[config.mk]
export PLATFORM = sky130hd
export DESIGN_NAME = cmdframe_tx
export DESIGN_NICKNAME = d
export VERILOG_FILES = /design/src/rtl/cft_pkg.sv /design/src/rtl/cft_crc_byte.sv /design/src/rtl/cft_crc8.sv /design/src/rtl/cft_framer.sv /design/src/rtl/cft_serializer.sv /design/src/rtl/cmdframe_tx.sv
export SDC_FILE = /design/constraint.sdc
export NUM_CORES = 1
export LEC_CHECK = 0
export BUFFER_PORTS_ARGS = -buffer_cell sky130_fd_sc_hd__buf_2
export CAP_MARGIN = 15
export CORE_MARGIN = 2
export CORE_UTILIZATION = 30
export CTS_BUF_LIST = sky130_fd_sc_hd__clkbuf_8
export DETAILED_ROUTE_END_ITERATION = 10
export PLACE_DENSITY = 0.47
export RECOVER_POWER = 50
export SYNTH_ARGS = -nofsm -noshare
export SYNTH_HDL_FRONTEND = slang
export SYNTH_SLANG_ARGS = --single-unit
export TNS_END_PERCENT = 100
[constraint.sdc]
create_clock -name clk -period 2.78 [get_ports clk]
set_clock_uncertainty 0.2 [all_clocks]
set_input_delay 0.139 -clock clk [delete_from_list [all_inputs] [get_ports clk]]
set_output_delay 0.139 -clock clk [all_outputs]
set_load 0.01 [all_outputs]
[src/rtl/cft_pkg.sv]
package cft_pkg;

    localparam int FRAME_W = 32;
    localparam int HDR_W   = 21;
    localparam int CRC_W   = 8;
    localparam int DEV_W   = 5;
    localparam int REG_W   = 6;
    localparam int DAT_W   = 8;
    localparam int TAIL_W  = 3;

    localparam logic [CRC_W-1:0]  CRC_POLY = 8'h2F;
    localparam logic [TAIL_W-1:0] TAIL_PAT = 3'b010;
    localparam logic [DEV_W-1:0]  FILL_DEV = 5'h1F;

    // fields supplied by the caller for one write
    typedef struct packed {
        logic [DEV_W-1:0] dev;
        logic [REG_W-1:0] regno;
        logic [DAT_W-1:0] data;
        logic             bcast;
    } fields_t;

    // full frame, MSB first on the wire
    typedef struct packed {
        fields_t           hdr;
        logic              pad;
        logic [CRC_W-1:0]  crc;
        logic [TAIL_W-1:0] tail;
    } frame_t;

    typedef enum logic [1:0] {
        SER_IDLE = 2'd0,
        SER_RUN  = 2'd1
    } ser_state_e;

    // one MSB-first shift of the checksum register
    function automatic logic [CRC_W-1:0] crc_shift1(input logic [CRC_W-1:0] c);
        logic [CRC_W-1:0] s;
        s = {c[CRC_W-2:0], 1'b0};
        return c[CRC_W-1] ? (s ^ CRC_POLY) : s;
    endfunction

endpackage

[src/rtl/cft_crc_byte.sv]
module cft_crc_byte
    import cft_pkg::*;
#(
    parameter int STEPS = 8
) (
    input  logic [CRC_W-1:0] din,
    output logic [CRC_W-1:0] dout
);

    logic [CRC_W-1:0] stage [0:STEPS];

    assign stage[0] = din;

    for (genvar i = 0; i < STEPS; i++) begin : g_step
        assign stage[i+1] = crc_shift1(stage[i]);
    end

    assign dout = stage[STEPS];

endmodule

[src/rtl/cft_crc8.sv]
module cft_crc8
    import cft_pkg::*;
#(
    parameter int IN_W = HDR_W
) (
    input  logic [IN_W-1:0]  hdr,
    output logic [CRC_W-1:0] crc
);

    localparam int NBYTES = (IN_W + 7) / 8;
    localparam int PAD_W  = NBYTES * 8;

    logic [PAD_W-1:0] padded;
    logic [CRC_W-1:0] acc [0:NBYTES-1];

    assign padded = PAD_W'(hdr);
    assign acc[0] = '0;

    // every byte except the last goes through the table step
    for (genvar k = 0; k < NBYTES - 1; k++) begin : g_byte
        logic [CRC_W-1:0] mixed;
        assign mixed = acc[k] ^ padded[(NBYTES-1-k)*8 +: 8];
        cft_crc_byte #(.STEPS(8)) u_step (
            .din  (mixed),
            .dout (acc[k+1])
        );
    end

    // the last byte is folded in without shifting
    assign crc = acc[NBYTES-1] ^ padded[7:0];

endmodule

[src/rtl/cft_framer.sv]
module cft_framer
    import cft_pkg::*;
(
    input  fields_t              fields,
    input  logic                 rd_fill,
    output logic [FRAME_W-1:0]   frame
);

    fields_t          sel;
    logic [HDR_W-1:0] hdr_bits;
    logic [CRC_W-1:0] crc;
    frame_t           fr;

    always_comb begin
        if (rd_fill) begin
            sel.dev   = FILL_DEV;
            sel.regno = '0;
            sel.data  = '0;
            sel.bcast = 1'b0;
        end else begin
            sel = fields;
        end
    end

    assign hdr_bits = {sel, 1'b0};

    cft_crc8 #(.IN_W(HDR_W)) u_crc (
        .hdr (hdr_bits),
        .crc (crc)
    );

    always_comb begin
        fr.hdr  = sel;
        fr.pad  = 1'b0;
        fr.crc  = crc;
        fr.tail = TAIL_PAT;
    end

    assign frame = fr;

endmodule

[src/rtl/cft_serializer.sv]
module cft_serializer
    import cft_pkg::*;
#(
    parameter int WORD_W   = FRAME_W,
    parameter int HALF_DIV = 90
) (
    input  logic              clk,
    input  logic              rst,
    input  logic              load,
    input  logic [WORD_W-1:0] word,
    output logic              active,
    output logic              sclk,
    output logic              mosi,
    output logic              cs_n
);

    localparam int DIV_W   = (HALF_DIV > 1) ? $clog2(HALF_DIV) : 1;
    localparam int LAST_HS = 2 * WORD_W;
    localparam int HS_W    = $clog2(LAST_HS + 1);
    localparam logic [DIV_W-1:0] DIV_TOP = DIV_W'(HALF_DIV - 1);
    localparam logic [HS_W-1:0]  HS_END  = HS_W'(LAST_HS);

    ser_state_e        state;
    logic [WORD_W-1:0] sreg;
    logic [DIV_W-1:0]  div_cnt;
    logic [HS_W-1:0]   hs;
    logic              tick;

    assign tick   = (div_cnt == DIV_TOP);
    assign active = (state == SER_RUN);

    always_ff @(posedge clk) begin
        if (rst) begin
            state   <= SER_IDLE;
            sreg    <= '0;
            div_cnt <= '0;
            hs      <= '0;
            sclk    <= 1'b0;
            mosi    <= 1'b0;
            cs_n    <= 1'b1;
        end else if (state == SER_IDLE) begin
            if (load) begin
                state   <= SER_RUN;
                sreg    <= word;
                div_cnt <= '0;
                hs      <= '0;
                cs_n    <= 1'b0;
            end
        end else if (tick) begin
            div_cnt <= '0;
            hs      <= hs + 1'b1;
            if (hs == HS_END) begin
                // trailing half period done: release the select
                state <= SER_IDLE;
                cs_n  <= 1'b1;
            end else if (!hs[0]) begin
                sclk <= 1'b1;
                mosi <= sreg[WORD_W-1];
                sreg <= {sreg[WORD_W-2:0], 1'b0};
            end else begin
                sclk <= 1'b0;
            end
        end else begin
            div_cnt <= div_cnt + 1'b1;
        end
    end

endmodule

[src/rtl/cmdframe_tx.sv]
module cmdframe_tx
    import cft_pkg::*;
#(
    parameter int HALF_DIV = 90
) (
    input  logic             clk,
    input  logic             rst,
    input  logic             start,
    input  logic             rd_fill,
    input  logic [DEV_W-1:0] dev_addr,
    input  logic [REG_W-1:0] reg_addr,
    input  logic [DAT_W-1:0] wr_data,
    input  logic             bcast,
    output logic             busy,
    output logic             sclk,
    output logic             mosi,
    output logic             cs_n
);

    fields_t              fields;
    logic [FRAME_W-1:0]   frame;
    logic                 accept;
    logic                 active;

    always_comb begin
        fields.dev   = dev_addr;
        fields.regno = reg_addr;
        fields.data  = wr_data;
        fields.bcast = bcast;
    end

    cft_framer u_framer (
        .fields  (fields),
        .rd_fill (rd_fill),
        .frame   (frame)
    );

    assign accept = start & ~active;

    cft_serializer #(
        .WORD_W   (FRAME_W),
        .HALF_DIV (HALF_DIV)
    ) u_ser (
        .clk    (clk),
        .rst    (rst),
        .load   (accept),
        .word   (frame),
        .active (active),
        .sclk   (sclk),
        .mosi   (mosi),
        .cs_n   (cs_n)
    );

    assign busy = active;

endmodule

# Word level (Yosys, flattened, before mapping)
# Index checks and enable logic that the tools add are counted.
# Widths: inputs -> output; s select.
# totals
regBits	51
latch_bits	0
ram_bits	0
rom_bits	0
in_bits	24
n_memories	0
# op_classes
addsub	2
multipliers	0
n_div	0
magnitude_cmp	0
eq_ne	6
n_shift	0
muxes	33
bitwise_logic	20
n_reduce_logical	8
# op_table
op	count
$mux 32	5
$mux 6	13
$not 5->5	13
$mux 7	5
$mux 20	1
$xor 8x8->8	2
$add 7x1->7 const B	2
$eq 7x7->1 const B	2
$mux 2	4
$reduce_and 4->1	2
$reduce_and 3->1	2
$mux 1	5
$ne 2x2->1 const B	2
$not 1->1	4
$reduce_bool 2->1	2
$eq 2x1->1 const B	1
$logic_not 2->1	1
$ne 2x1->1 const B	1
$reduce_and 2->1	1
$and 1x1->1	1

# Logic depth before layout (Yosys ltp)
# Gate-level depths: netlist of run 1.
# depth
depth_word	31
ltp_mapped	10

# Cells and area by module
# From an unflattened synthesis of run 1, not the netlist that was laid out.
# unflattened
cells_unflattened	373
area_unflattened_um2	3420.8
# modules_own_cells
mod	instances	cells_each	area_each_um2	seq_area_each_um2
cft_serializer	1	289	2706.3	1001.0
cft_crc_byte	2	19	188.9	0.0
cft_framer	1	28	178.9	0.0
cft_crc8	1	17	143.9	0.0
cmdframe_tx	1	1	13.8	0.0

# Worst setup path before layout of run 1
# Ideal clock, no wire load.
# synth_timing
kind	register to register
start	register u_ser.div_cnt[0]
end	register u_ser.sreg[19]
setup_ns	0.132
arrival_time_ns	1.794
required_time_ns	2.448
slack_ns	0.654
path_stages_with_launch	9
period_less_slack_ns	2.126
cell_sequence	dfxtp_1 -> ha_1 -> and4bb_1 -> nand4_1 -> nor2_2 -> nor2_2 -> clkbuf_1 -> a221oi_1 -> nor3_1
# synth_via
elab_chain_len	3
# synth_lines
element	line_no	source
start, declared	cft_serializer.sv:25	logic [DIV_W-1:0] div_cnt;
start signal, assigned	cft_serializer.sv:64	div_cnt <= div_cnt + 1'b1;
$eq 7x7->1	cft_serializer.sv:29	assign tick = (div_cnt == DIV_TOP);
$reduce_bool 2->1 (no line)	-	
$reduce_and 4->1 (no line)	-	
end signal, assigned	cft_serializer.sv:44	sreg <= word;
end signal, assigned	cft_serializer.sv:59	sreg <= {sreg[WORD_W-2:0], 1'b0};
end, declared	cft_serializer.sv:24	logic [WORD_W-1:0] sreg;
# Every way passes these cells.
# A chain may end at the register's enable or synchronous reset.

# Final worst setup path of run 1
# layout_timing
start	register u_ser.div_cnt[0]
end	register u_ser.sreg[28]
# The elaborated chain is that of the path after synthesis.

==> summary.txt, run 1 <==
Logic synthesis
  • Synthesis-stage register bit count: 49
  • Dominant cell type by area after synthesis: dfxtp_1
  • Post-synth top area share: 37.9%
  • Gate Count Post-Synth: between 200 and 300
  • Synth top area cells: dfxtp_1 (38%), xnor2_1 (9.5%), a221oi_1 (5.1%), nor2_1 (5.1%), a21oi_1 (4.8%)
  • Sequential area share after synthesis: a little under two fifths
  • Syn Nets: between 300 and 400
  • Mean Syn Cell Area: 8.70 sq um
  • Cell variety after synth: 45
  • Post-synth top flop: dfxtp_1
  • Post-synth EDFFs: 0
  • Post-Syn Area: 2590 sq um
  • FFs w/ async S/R, synth: 0%
  • Yosys warns: 0

STA
  • Worst-Margin Slew: 529 ps
  • Fin crit share: between 80% and 90%
  • Fin. Hold Viols: 0
  • TNS Setup: 0 ps
  • Max Fclk: 425 MHz
  • Slew HR: 64.5%
  • Fin crit period: approximately 2400 ps
  • RSZ-0062 raised after global routing: false
  • Count of pins over their slew limit: 0
  • Final setup violating endpoints: 0

Routing
  • Wire per inst: between 10 and 15 um
  • Routed Antenna Nets: 0
  • Drt drc: 0
  • First drt pass iteration count: 4
  • DR vias/cell: between 5 and 6
  • Total number of vias: 2249
  • Final WL: 6400 um
  • Drt initial violations: 85

Pwr
  • PD cells: between 500 and 600 nW/um^2
  • Worst ir drop on vdd: about 0.18 mV
  • Leak: ~1.1 nW
  • Total power: about 1.6 mW

Cells and area
  • Commonest non-fill, non-tap cell in the layout: dfxtp_1
  • P&R area growth vs syn: 15.8%
  • Layout Utilization: 36.2%
  • Layout cells sized above 1: between 10% and 20%
  • # fillers: approximately 870
  • Layout Nets: between 300 and 400
  • Inserted Diodes: 0
  • Most frequent cells in the layout: dfxtp_1 (49), nor2_1 (36), xnor2_1 (28)

Min path
  • Worst Hold End: u_ser.sreg[19]$_SDFFE_PP0P_
  • Hold Crit Class: input pin to flip-flop
  • Hold Path Cell Cnt: 3
  • Hold_sp: wr_data[6]

Clock network
  • Clock root cell: clkbuf_8
  • # clock sinks: 49
  • Insertion delay to the later sink of the worst-skew pair: 300 ps
  • Clock buffer depth: 2
  • Post-CTS Setup Bufs: 0
  • CTS tree: done
  • # H-tree levels: 2
  • Post-cts sizing count: 0
  • CTS buffer count: 5
  • Clock-pin slew on the worst setup and hold paths: roughly 90 ps
  • Post-CTS Hold Fix Bufs: 8

Worst setup path
  • Crit Path Category: flip-flop to flip-flop
  • Arr. time, crit path: between 2000 and 2500 ps
  • Worst r2r src: u_ser.div_cnt[0]$_SDFFE_PP0P_
  • Worst R2R Path Depth: 7
  • Worst path max stage delay: roughly 410 ps
  • R2r setup slk: 420 ps
  • Crit-path cells: ha_1, and4bb_1, nand4_1, or2_1, nand2_2, o221ai_1, a21oi_1
  • CP Capture Type: flip-flop
  • Crit-path slowest cell: nand2_2
  • Worst Path Max Fanout: 24
  • Worst EP required: 2810 ps
  • RR Endpoint: u_ser.sreg[28]$_SDFFE_PP0P_
  • Worst setup SP type: flip-flop

Die
  • Chip height: between 90 and 100 um
  • Starting Density: 31.2%
  • IO Pins: 28
  • Core ar.: about 8300 sq um
  • DIE AREA: approximately 9400 sq um
  • Die width: around 97 um
  • Std cell rows: 33

Placed design
  • Post-detail-place hpwl: 4560 um
  • Final GP Congestion: 0.762
  • Port-buffer cells: 27

GRT
  • Met1 Use GR: 19.4%
  • Vias in the first global route: roughly 2100
  • GRT overflow: 0
  • Antenna violations before repair: 0
  • Total GRT Usage: between 10% and 20%
  • Met2 Usage GRT: 21.3%
  • First-pass GRT wire length: roughly 11000 um
  • Busiest layer in global routing: met2
  • Routing usage on met3: 2.82%
  • Pin count of the biggest net entering global routing: 29

Job
  • # Max-Cap Violations: 0

Status
  • Outcome: finished, final reports clean
[area by class of cell]
cell class	instances	area, sq um	area share (%)
flip-flops and latches	49	981	32.7
clock inverters	1	7.51	0.250
well taps	105	131	4.38
clock buffers	6	82.6	2.75
inverters	5	18.8	0.626
multi-input cells	228	1520	50.7
repair buffers	43	259	8.63
[stage by stage]
stage / setup WS (ps) / hold slack, ps / area [sq um] / instances
2_1_floorplan: 654 / 141 / 2590 / 298
3_3_place_gp: 506 / 239 / 2850 / 422
3_5_place_dp: 437 / 244 / 2850 / 422
4_1_cts: 414 / 12.0 / 3020 / 437
5_1_grt: 202 / 47.9 / 3000 / 437
6_report: 424 / 17.9 / 3000 / 437
[sequential cells by signal, indices dropped and copies added (netlist names)]
register and cells:
u_ser.mosi 1, u_ser.sreg 31, u_ser.cs_n 1, u_ser.state 1
u_ser.hs 7, u_ser.div_cnt 7, u_ser.sclk 1
[cells in the mapped netlist (3+ instances only)]
library cell / instances
xnor2_1: 28
nor2_1: 35
a221oi_1: 15
ha_1: 4
and3_1: 3
nand2_1: 25
xor2_1: 10
xnor3_1: 4
a21oi_1: 25
a31oi_1: 3
clkbuf_1: 12
dfxtp_1: 49
or3_1: 3
o21ai_0: 8
nor3_1: 18
nand3_1: 9
inv_1: 4
o221ai_1: 7
[kinds of logic after synthesis]
logic type	after synthesis	synth area share, %
simple gates	110	20.1
buf+inv	21	3.38
flops	49	37.9
compound gates	68	17.6
fa+ha+maj	4	1.93
xor+xnor	46	19.1
[routing by layer]
layer	vias up	routed length, um	share of wire [%]
met5	-	0	0
met4	0	47	0.73
met3	4	149	2.3
met2	29	2930	46
met1	1087	3280	51
li1	1129	-	-
[power breakdown]
| part | leakage, nW | internal, mW | switching, mW | total (mW) |
|---|---|---|---|---|
| clock network | 0.0433 | 0.197 | 0.243 | 0.440 |
| logic | 0.666 | 0.203 | 0.210 | 0.413 |
| registers | 0.401 | 0.741 | 0.0229 | 0.764 |
| total | 1.11 | 1.14 | 0.476 | 1.62 |
[worst max-delay path, delay by kind of cell (launching register included)]
family / cells / cell delay, ps
and+or+nand+nor: 4 / 1120
DFF: 1 / 400
AOI/OAI and AO/OA: 2 / 380
adders and majority gates: 1 / 170
[worst max path at each step]
stage / from / end / slack, ps
floorplan: u_ser.div_cnt[0]$_SDFFE_PP0P_ / u_ser.sreg[19]$_SDFFE_PP0P_ / 650
global placement: u_ser.div_cnt[0]$_SDFFE_PP0P_ / u_ser.sreg[27]$_SDFFE_PP0P_ / 510
detailed placement: u_ser.div_cnt[0]$_SDFFE_PP0P_ / u_ser.sreg[30]$_SDFFE_PP0P_ / 440
CTS: u_ser.div_cnt[0]$_SDFFE_PP0P_ / u_ser.sreg[30]$_SDFFE_PP0P_ / 410
global route: u_ser.div_cnt[0]$_SDFFE_PP0P_ / u_ser.sreg[27]$_SDFFE_PP0P_ / 200
finish: u_ser.div_cnt[0]$_SDFFE_PP0P_ / u_ser.sreg[28]$_SDFFE_PP0P_ / 420
(Power assumes the default switching activity.)
==> run 2, diff against run 1 <==
PLACE_DENSITY = 0.49   (was 0.47)
clock period = 2.1 ns   (was 2.78 ns; I/O delays follow)
==> summary.txt, run 2 (synthesis results as in run 1) <==
Status
  • Outcome: finished with violations
  • Failing checks: hold timing

Worst setup path
  • Worst EP required: 2080 ps (-730 ps)
  • Arr. time, crit path: 2070 ps (-320 ps)
  • Crit-path slowest cell: dfxtp_2
  • Worst Path Max Fanout: 4 (-83%)
  • R2r setup slk: 10 ps (-410 ps)
  • Crit Path Category: flip-flop to flip-flop
  • Crit-path cells: inv_2, ha_4, and4bb_1, nand4_1, buf_4, or2_4, or3_4, o21ai_2, nor3_2
  • Worst path max stage delay: 340 ps (-70 ps)
  • Worst setup SP type: flip-flop
  • CP Capture Type: flip-flop

Clock network
  • Insertion delay to the later sink of the worst-skew pair: 310 ps (about the same)
  • CTS buffer count: 5 (unchanged)
  • Clock root cell: clkbuf_8
  • Clock buffer depth: 2 (unchanged)
  • # H-tree levels: 2 (unchanged)
  • # clock sinks: 49 (unchanged)
  • Clock-pin slew on the worst setup and hold paths: 100 ps (about the same)
  • CTS tree: done

Routing
  • Routed Antenna Nets: 0 (unchanged)
  • Final WL: 7290 um (+14%)
  • First drt pass iteration count: 4 (unchanged)
  • Wire per inst: 15.2 um (+3.6%)
  • Total number of vias: 2418 (+7.5%)
  • Drt drc: 0 (unchanged)
  • Drt initial violations: 137 (+61%)
  • DR vias/cell: 5.04 (-2.1%)

STA
  • Slew HR: 65.8% (+1.3 points)
  • Fin. Hold Viols: 1 (+1)
  • Fin crit period: 2090 ps (-269 ps)
  • Hold slack: -28.0 ps (-45.9 ps)
  • Count of pins over their slew limit: 0 (unchanged)
  • RSZ-0062 raised after global routing: true
  • TNS Setup: 0 ps (unchanged)
  • Max Fclk: 479 MHz (+13%)
  • Worst-Margin Slew: 511 ps (-18.1 ps)
  • Final setup violating endpoints: 0 (unchanged)
  • Fin crit share: 99.4% (+15 points)

Pwr
  • PD cells: 659 nW/um^2 (+22%)
  • Total power: 2.39 mW (+48%)
  • Leak: 1.43 nW (+28%)
  • Worst ir drop on vdd: 0.359 mV (+96%)

Die
  • Die width: 96.9 um (unchanged)
  • IO Pins: 28 (unchanged)
  • DIE AREA: 9400 sq um (unchanged)
  • Starting Density: 31.2% (unchanged)
  • Core ar.: 8300 sq um (unchanged)
  • Chip height: 96.9 um (unchanged)
  • Std cell rows: 33 (unchanged)

Cells and area
  • Most frequent cells in the layout: dfxtp_1 (47), buf_4 (40), nor2_1 (28)
  • P&R area growth vs syn: 40.0%
  • Inserted Diodes: 0 (unchanged)
  • Layout cells sized above 1: 32.5% (+19 points)
  • Biggest regs: u_ser.sreg: 31 flops, u_ser.div_cnt: 7 flops, u_ser.hs: 7 flops
  • Layout Utilization: 43.7% (+7.6 points)
  • Most flops, register: u_ser.sreg
  • Commonest non-fill, non-tap cell in the layout: dfxtp_1
  • # fillers: 833 (-4.1%)
  • Largest register FFs: 31 (unchanged)
  • Layout Nets: 402 (+12%)

Placed design
  • Port-buffer cells: 27 (unchanged)
  • Final GP Congestion: 0.759 (-0.45%)
  • Post-detail-place hpwl: 5110 um (+12%)

GRT
  • Vias in the first global route: 2377 (+12%)
  • Antenna violations before repair: 0 (unchanged)
  • Pin count of the biggest net entering global routing: 24 (-17%)
  • Total GRT Usage: 15.1% (+1.4 points)
  • First-pass GRT wire length: 11800 um (+11%)
  • GRT overflow: 0 (unchanged)

Min path
  • Hold Crit Class: input pin to flip-flop

Job
  • # Max-Cap Violations: 0 (unchanged)
==> run 2: layout make-up <==
type,instances,area [sq um],area share [%]
multi-input combinational,228,1720,47.3
sequential,49,983,27.1
timing repair buffer,85,658,18.1
tap,105,131,3.62
clock buffer,6,82.6,2.28
clock inverter,2,37.5,1.03
inverter,5,18.8,0.517
==> run 2: power breakdown <==
group,switching [mW],internal [mW],total [mW]
clock network,0.335,0.388,0.722
registers,0.0355,0.982,1.02
logic,0.313,0.338,0.651
total,0.683,1.71,2.39
==> run 2: metrics by stage <==
step                worst slack [ps]  instances  hold slack, ps  area (sq um)
global placement                -186        451             236          3090
global route                   -84.2        480            16.6          3630
detailed placement              -246        451             244          3090
CTS                             17.1        476            14.4          3400
floorplan                      -26.3        298             107          2590
finish                          13.4        480           -28.0          3630
==> run 2: worst max-delay path: cells and delay by family, from the launching register on <==
family	cells	cell delay, ps
AO/OA/AOI/OAI	1	70
adder cells (fa/ha/maj)	1	110
buffers and inverters	2	230
flip-flops	1	340
AND/OR/NAND/NOR	5	1020
==> run 2: metal layers <==
layer	share of wire (%)	track usage, %	up-vias
met3	2.5	2.17	4
li1	-	-	1211
met1	49	21.4	1174
met4	0.89	3.90	0
met5	0	0	-
met2	48	24.1	29
==> run 2: worst paths after layout <==
kind                                  from                          end  cells past startpoint
max          u_ser.div_cnt[1]$_SDFFE_PP0P_   u_ser.sreg[4]$_SDFFE_PP0P_                      9
min                            reg_addr[0]  u_ser.sreg[21]$_SDFFE_PP0P_                      3
max reg2reg  u_ser.div_cnt[1]$_SDFFE_PP0P_   u_ser.sreg[4]$_SDFFE_PP0P_                      9
min reg2reg    u_ser.sreg[10]$_SDFFE_PP0P_  u_ser.sreg[11]$_SDFFE_PP0P_                      2
==> run 2: repair_timing <==
action                                 4_1_cts  5_1_grt
setup buffers                                4        3
gates cloned                                 0        1
pin swaps                                    3       20
setup endpoints to repair                   29       29
endpoints found under the hold margin       13        0
hold buffers                                13        0
gates resized for setup                      3       43
==> run 3, diff against run 2 <==
PLACE_DENSITY = 0.47   (was 0.49)
clock period = 2.7 ns   (was 2.1 ns; I/O delays follow)
==> summary.txt, run 3 (synthesis results as in run 1) <==
Status
  • Outcome: finished, final reports clean

STA
  • Fin crit share: 90.0% (-9.4 points)
  • Slew HR: 55.2% (-11 points)
  • Worst-Margin Slew: 672 ps (+161 ps)
  • Setup ws final: 270 ps (+257 ps)
  • Fin. Hold Viols: 0 (-1)
  • TNS Setup: 0 ps (unchanged)
  • Max Fclk: 412 MHz (-14%)
  • Final setup violating endpoints: 0 (unchanged)
  • Fin crit period: 2430 ps (+343 ps)
  • RSZ-0062 raised after global routing: false
  • Count of pins over their slew limit: 0 (unchanged)

Routing
  • Drt initial violations: 119 (-13%)
  • First drt pass iteration count: 5 (+1)
  • Total number of vias: 2250 (-6.9%)
  • Final WL: 6570 um (-9.9%)
  • DR vias/cell: 5.11 (+1.5%)
  • Wire per inst: 14.9 um (-1.7%)
  • Drt drc: 0 (unchanged)
  • Routed Antenna Nets: 0 (unchanged)

Pwr
  • Total power: 1.63 mW (-32%)
  • Int Pwr: 1.15 mW (-33%)
  • Clock network fraction of design power: 25.5% (-4.7 points)
  • Switching Share: 29.8% (+1.2 points)
  • Combinational power share: 26.4% (-0.8 points)
  • Worst ir drop on vdd: 0.219 mV (-39%)
  • Leak: 1.13 nW (-21%)
  • Psw: 0.486 mW (-29%)
  • Reg power frac: 48.1% (+5.6 points)
  • PD cells: 543 nW/um^2 (-18%)

Clock network
  • Insertion delay to the later sink of the worst-skew pair: 300 ps (about the same)
  • CTS tree: done
  • Post-CTS Setup Bufs: 0 (-4)
  • CTS buffer count: 5 (unchanged)
  • Clock-pin slew on the worst setup and hold paths: 90 ps (about the same)
  • # H-tree levels: 2 (unchanged)
  • Clock root cell: clkbuf_8
  • # clock sinks: 49 (unchanged)
  • Post-cts sizing count: 0 (-3)
  • Clock buffer depth: 2 (unchanged)

GRT
  • First-pass GRT wire length: 10900 um (-7.5%)
  • Pin count of the biggest net entering global routing: 35 (+46%)
  • GRT overflow: 0 (unchanged)
  • Total GRT Usage: 14.1% (-0.98 points)
  • Antenna violations before repair: 0 (unchanged)
  • Vias in the first global route: 2106 (-11%)

Cells and area
  • Commonest non-fill, non-tap cell in the layout: dfxtp_1
  • Largest register FFs: 31 (unchanged)
  • Layout cells sized above 1: 13.4% (-19 points)
  • Most flops, register: u_ser.sreg
  • Inserted Diodes: 0 (unchanged)
  • Biggest regs: u_ser.sreg: 31 flops, u_ser.div_cnt: 7 flops, u_ser.hs: 7 flops
  • Most frequent cells in the layout: dfxtp_1 (49), nor2_1 (36), xnor2_1 (28)
  • Layout Nets: 362 (-10%)
  • P&R area growth vs syn: 16.1%

Min path
  • Hold Crit Class: input pin to flip-flop

Worst setup path
  • CP Capture Type: flip-flop
  • Worst Path Max Fanout: 24 (+20)
  • Arr. time, crit path: 2460 ps (+390 ps)
  • Worst EP required: 2730 ps (+650 ps)
  • Crit Path Category: flip-flop to flip-flop
  • Worst setup SP type: flip-flop

Placed design
  • Post-detail-place hpwl: 4650 um (-9.0%)
  • Final GP Congestion: 0.785 (+3.5%)
  • Placement Setup Slack: 274 ps (+520 ps)
  • Port-buffer cells: 27 (unchanged)

Die
  • Std cell rows: 33 (unchanged)
  • Core ar.: 8300 sq um (unchanged)
  • Starting Density: 31.2% (unchanged)
  • Chip height: 96.9 um (unchanged)
  • DIE AREA: 9400 sq um (unchanged)
  • IO Pins: 28 (unchanged)
  • Die width: 96.9 um (unchanged)

Job
  • # Max-Cap Violations: 0 (unchanged)
-- run 3: timing repair --
action | CTS | global route
hold buffers | 9 | 0
hold endpoints to repair | 9 | 0
endpoints found under the setup margin | 0 | 0
-- run 3: stage by stage --
step / instances / instance area, sq um / utilization [%] / hold WS, ps
detailed placement: 423 / 2860 / 34.4 / 245
global placement: 423 / 2860 / 34.4 / 241
CTS: 440 / 3030 / 36.5 / 10.5
finish: 440 / 3010 / 36.2 / 15.1
global route: 440 / 3010 / 36.2 / 23.1
floorplan: 298 / 2590 / - / 137
-- run 3: final cells by class --
type / instances / area, sq um
Tap cell: 105 / 131
Sequential cell: 49 / 981
Inverter: 5 / 18.8
Clock buffer: 5 / 68.8
Multi-Input combinational cell: 228 / 1520
Clock inverter: 3 / 11.3
Timing Repair Buffer: 45 / 277
Fill cell: 880 / 5290
-- run 3: power by group through the flow --
stage | Combinational (mW) | Clock [mW] | Sequential (mW)
3_3_place_gp | 0.428 | 0 | 0.802
3_5_place_dp | 0.427 | 0 | 0.802
4_1_cts | 0.439 | 0.434 | 0.785
5_1_grt | 0.476 | 0.465 | 0.791
2_1_floorplan | 0.320 | 0 | 0.797
6_report | 0.431 | 0.417 | 0.786
-- run 3: per-layer routing --
| metal | vias up | track usage, % | share of wire (%) |
|---|---|---|---|
| li1 | 1134 | - | - |
| met1 | 1061 | 21.1 | 50 |
| met2 | 50 | 20.9 | 44 |
| met3 | 5 | 2.24 | 4.8 |
| met4 | 0 | 4.23 | 1.0 |
| met5 | - | 0 | 0 |
-- run 3: final timing paths --
| check | start | to | slack [ps] | cells after the start |
|---|---|---|---|---|
| setup / recovery | u_ser.div_cnt[0]$_SDFFE_PP0P_ | u_ser.sreg[27]$_SDFFE_PP0P_ | 270 | 7 |
| hold / removal | reg_addr[4] | u_ser.sreg[25]$_SDFFE_PP0P_ | 20 | 3 |
| setup reg to reg | u_ser.div_cnt[0]$_SDFFE_PP0P_ | u_ser.sreg[27]$_SDFFE_PP0P_ | 270 | 7 |
| hold reg to reg | u_ser.sreg[10]$_SDFFE_PP0P_ | u_ser.sreg[11]$_SDFFE_PP0P_ | 250 | 2 |
-- run 3: critical path, stage by stage (launching register included) --
cell      delay (ps)
dfxtp_1          400
ha_1             160
and4bb_1         240
nand4_1          160
or2_1            350
nand2_2          410
o221ai_1         220
a21oi_1          190
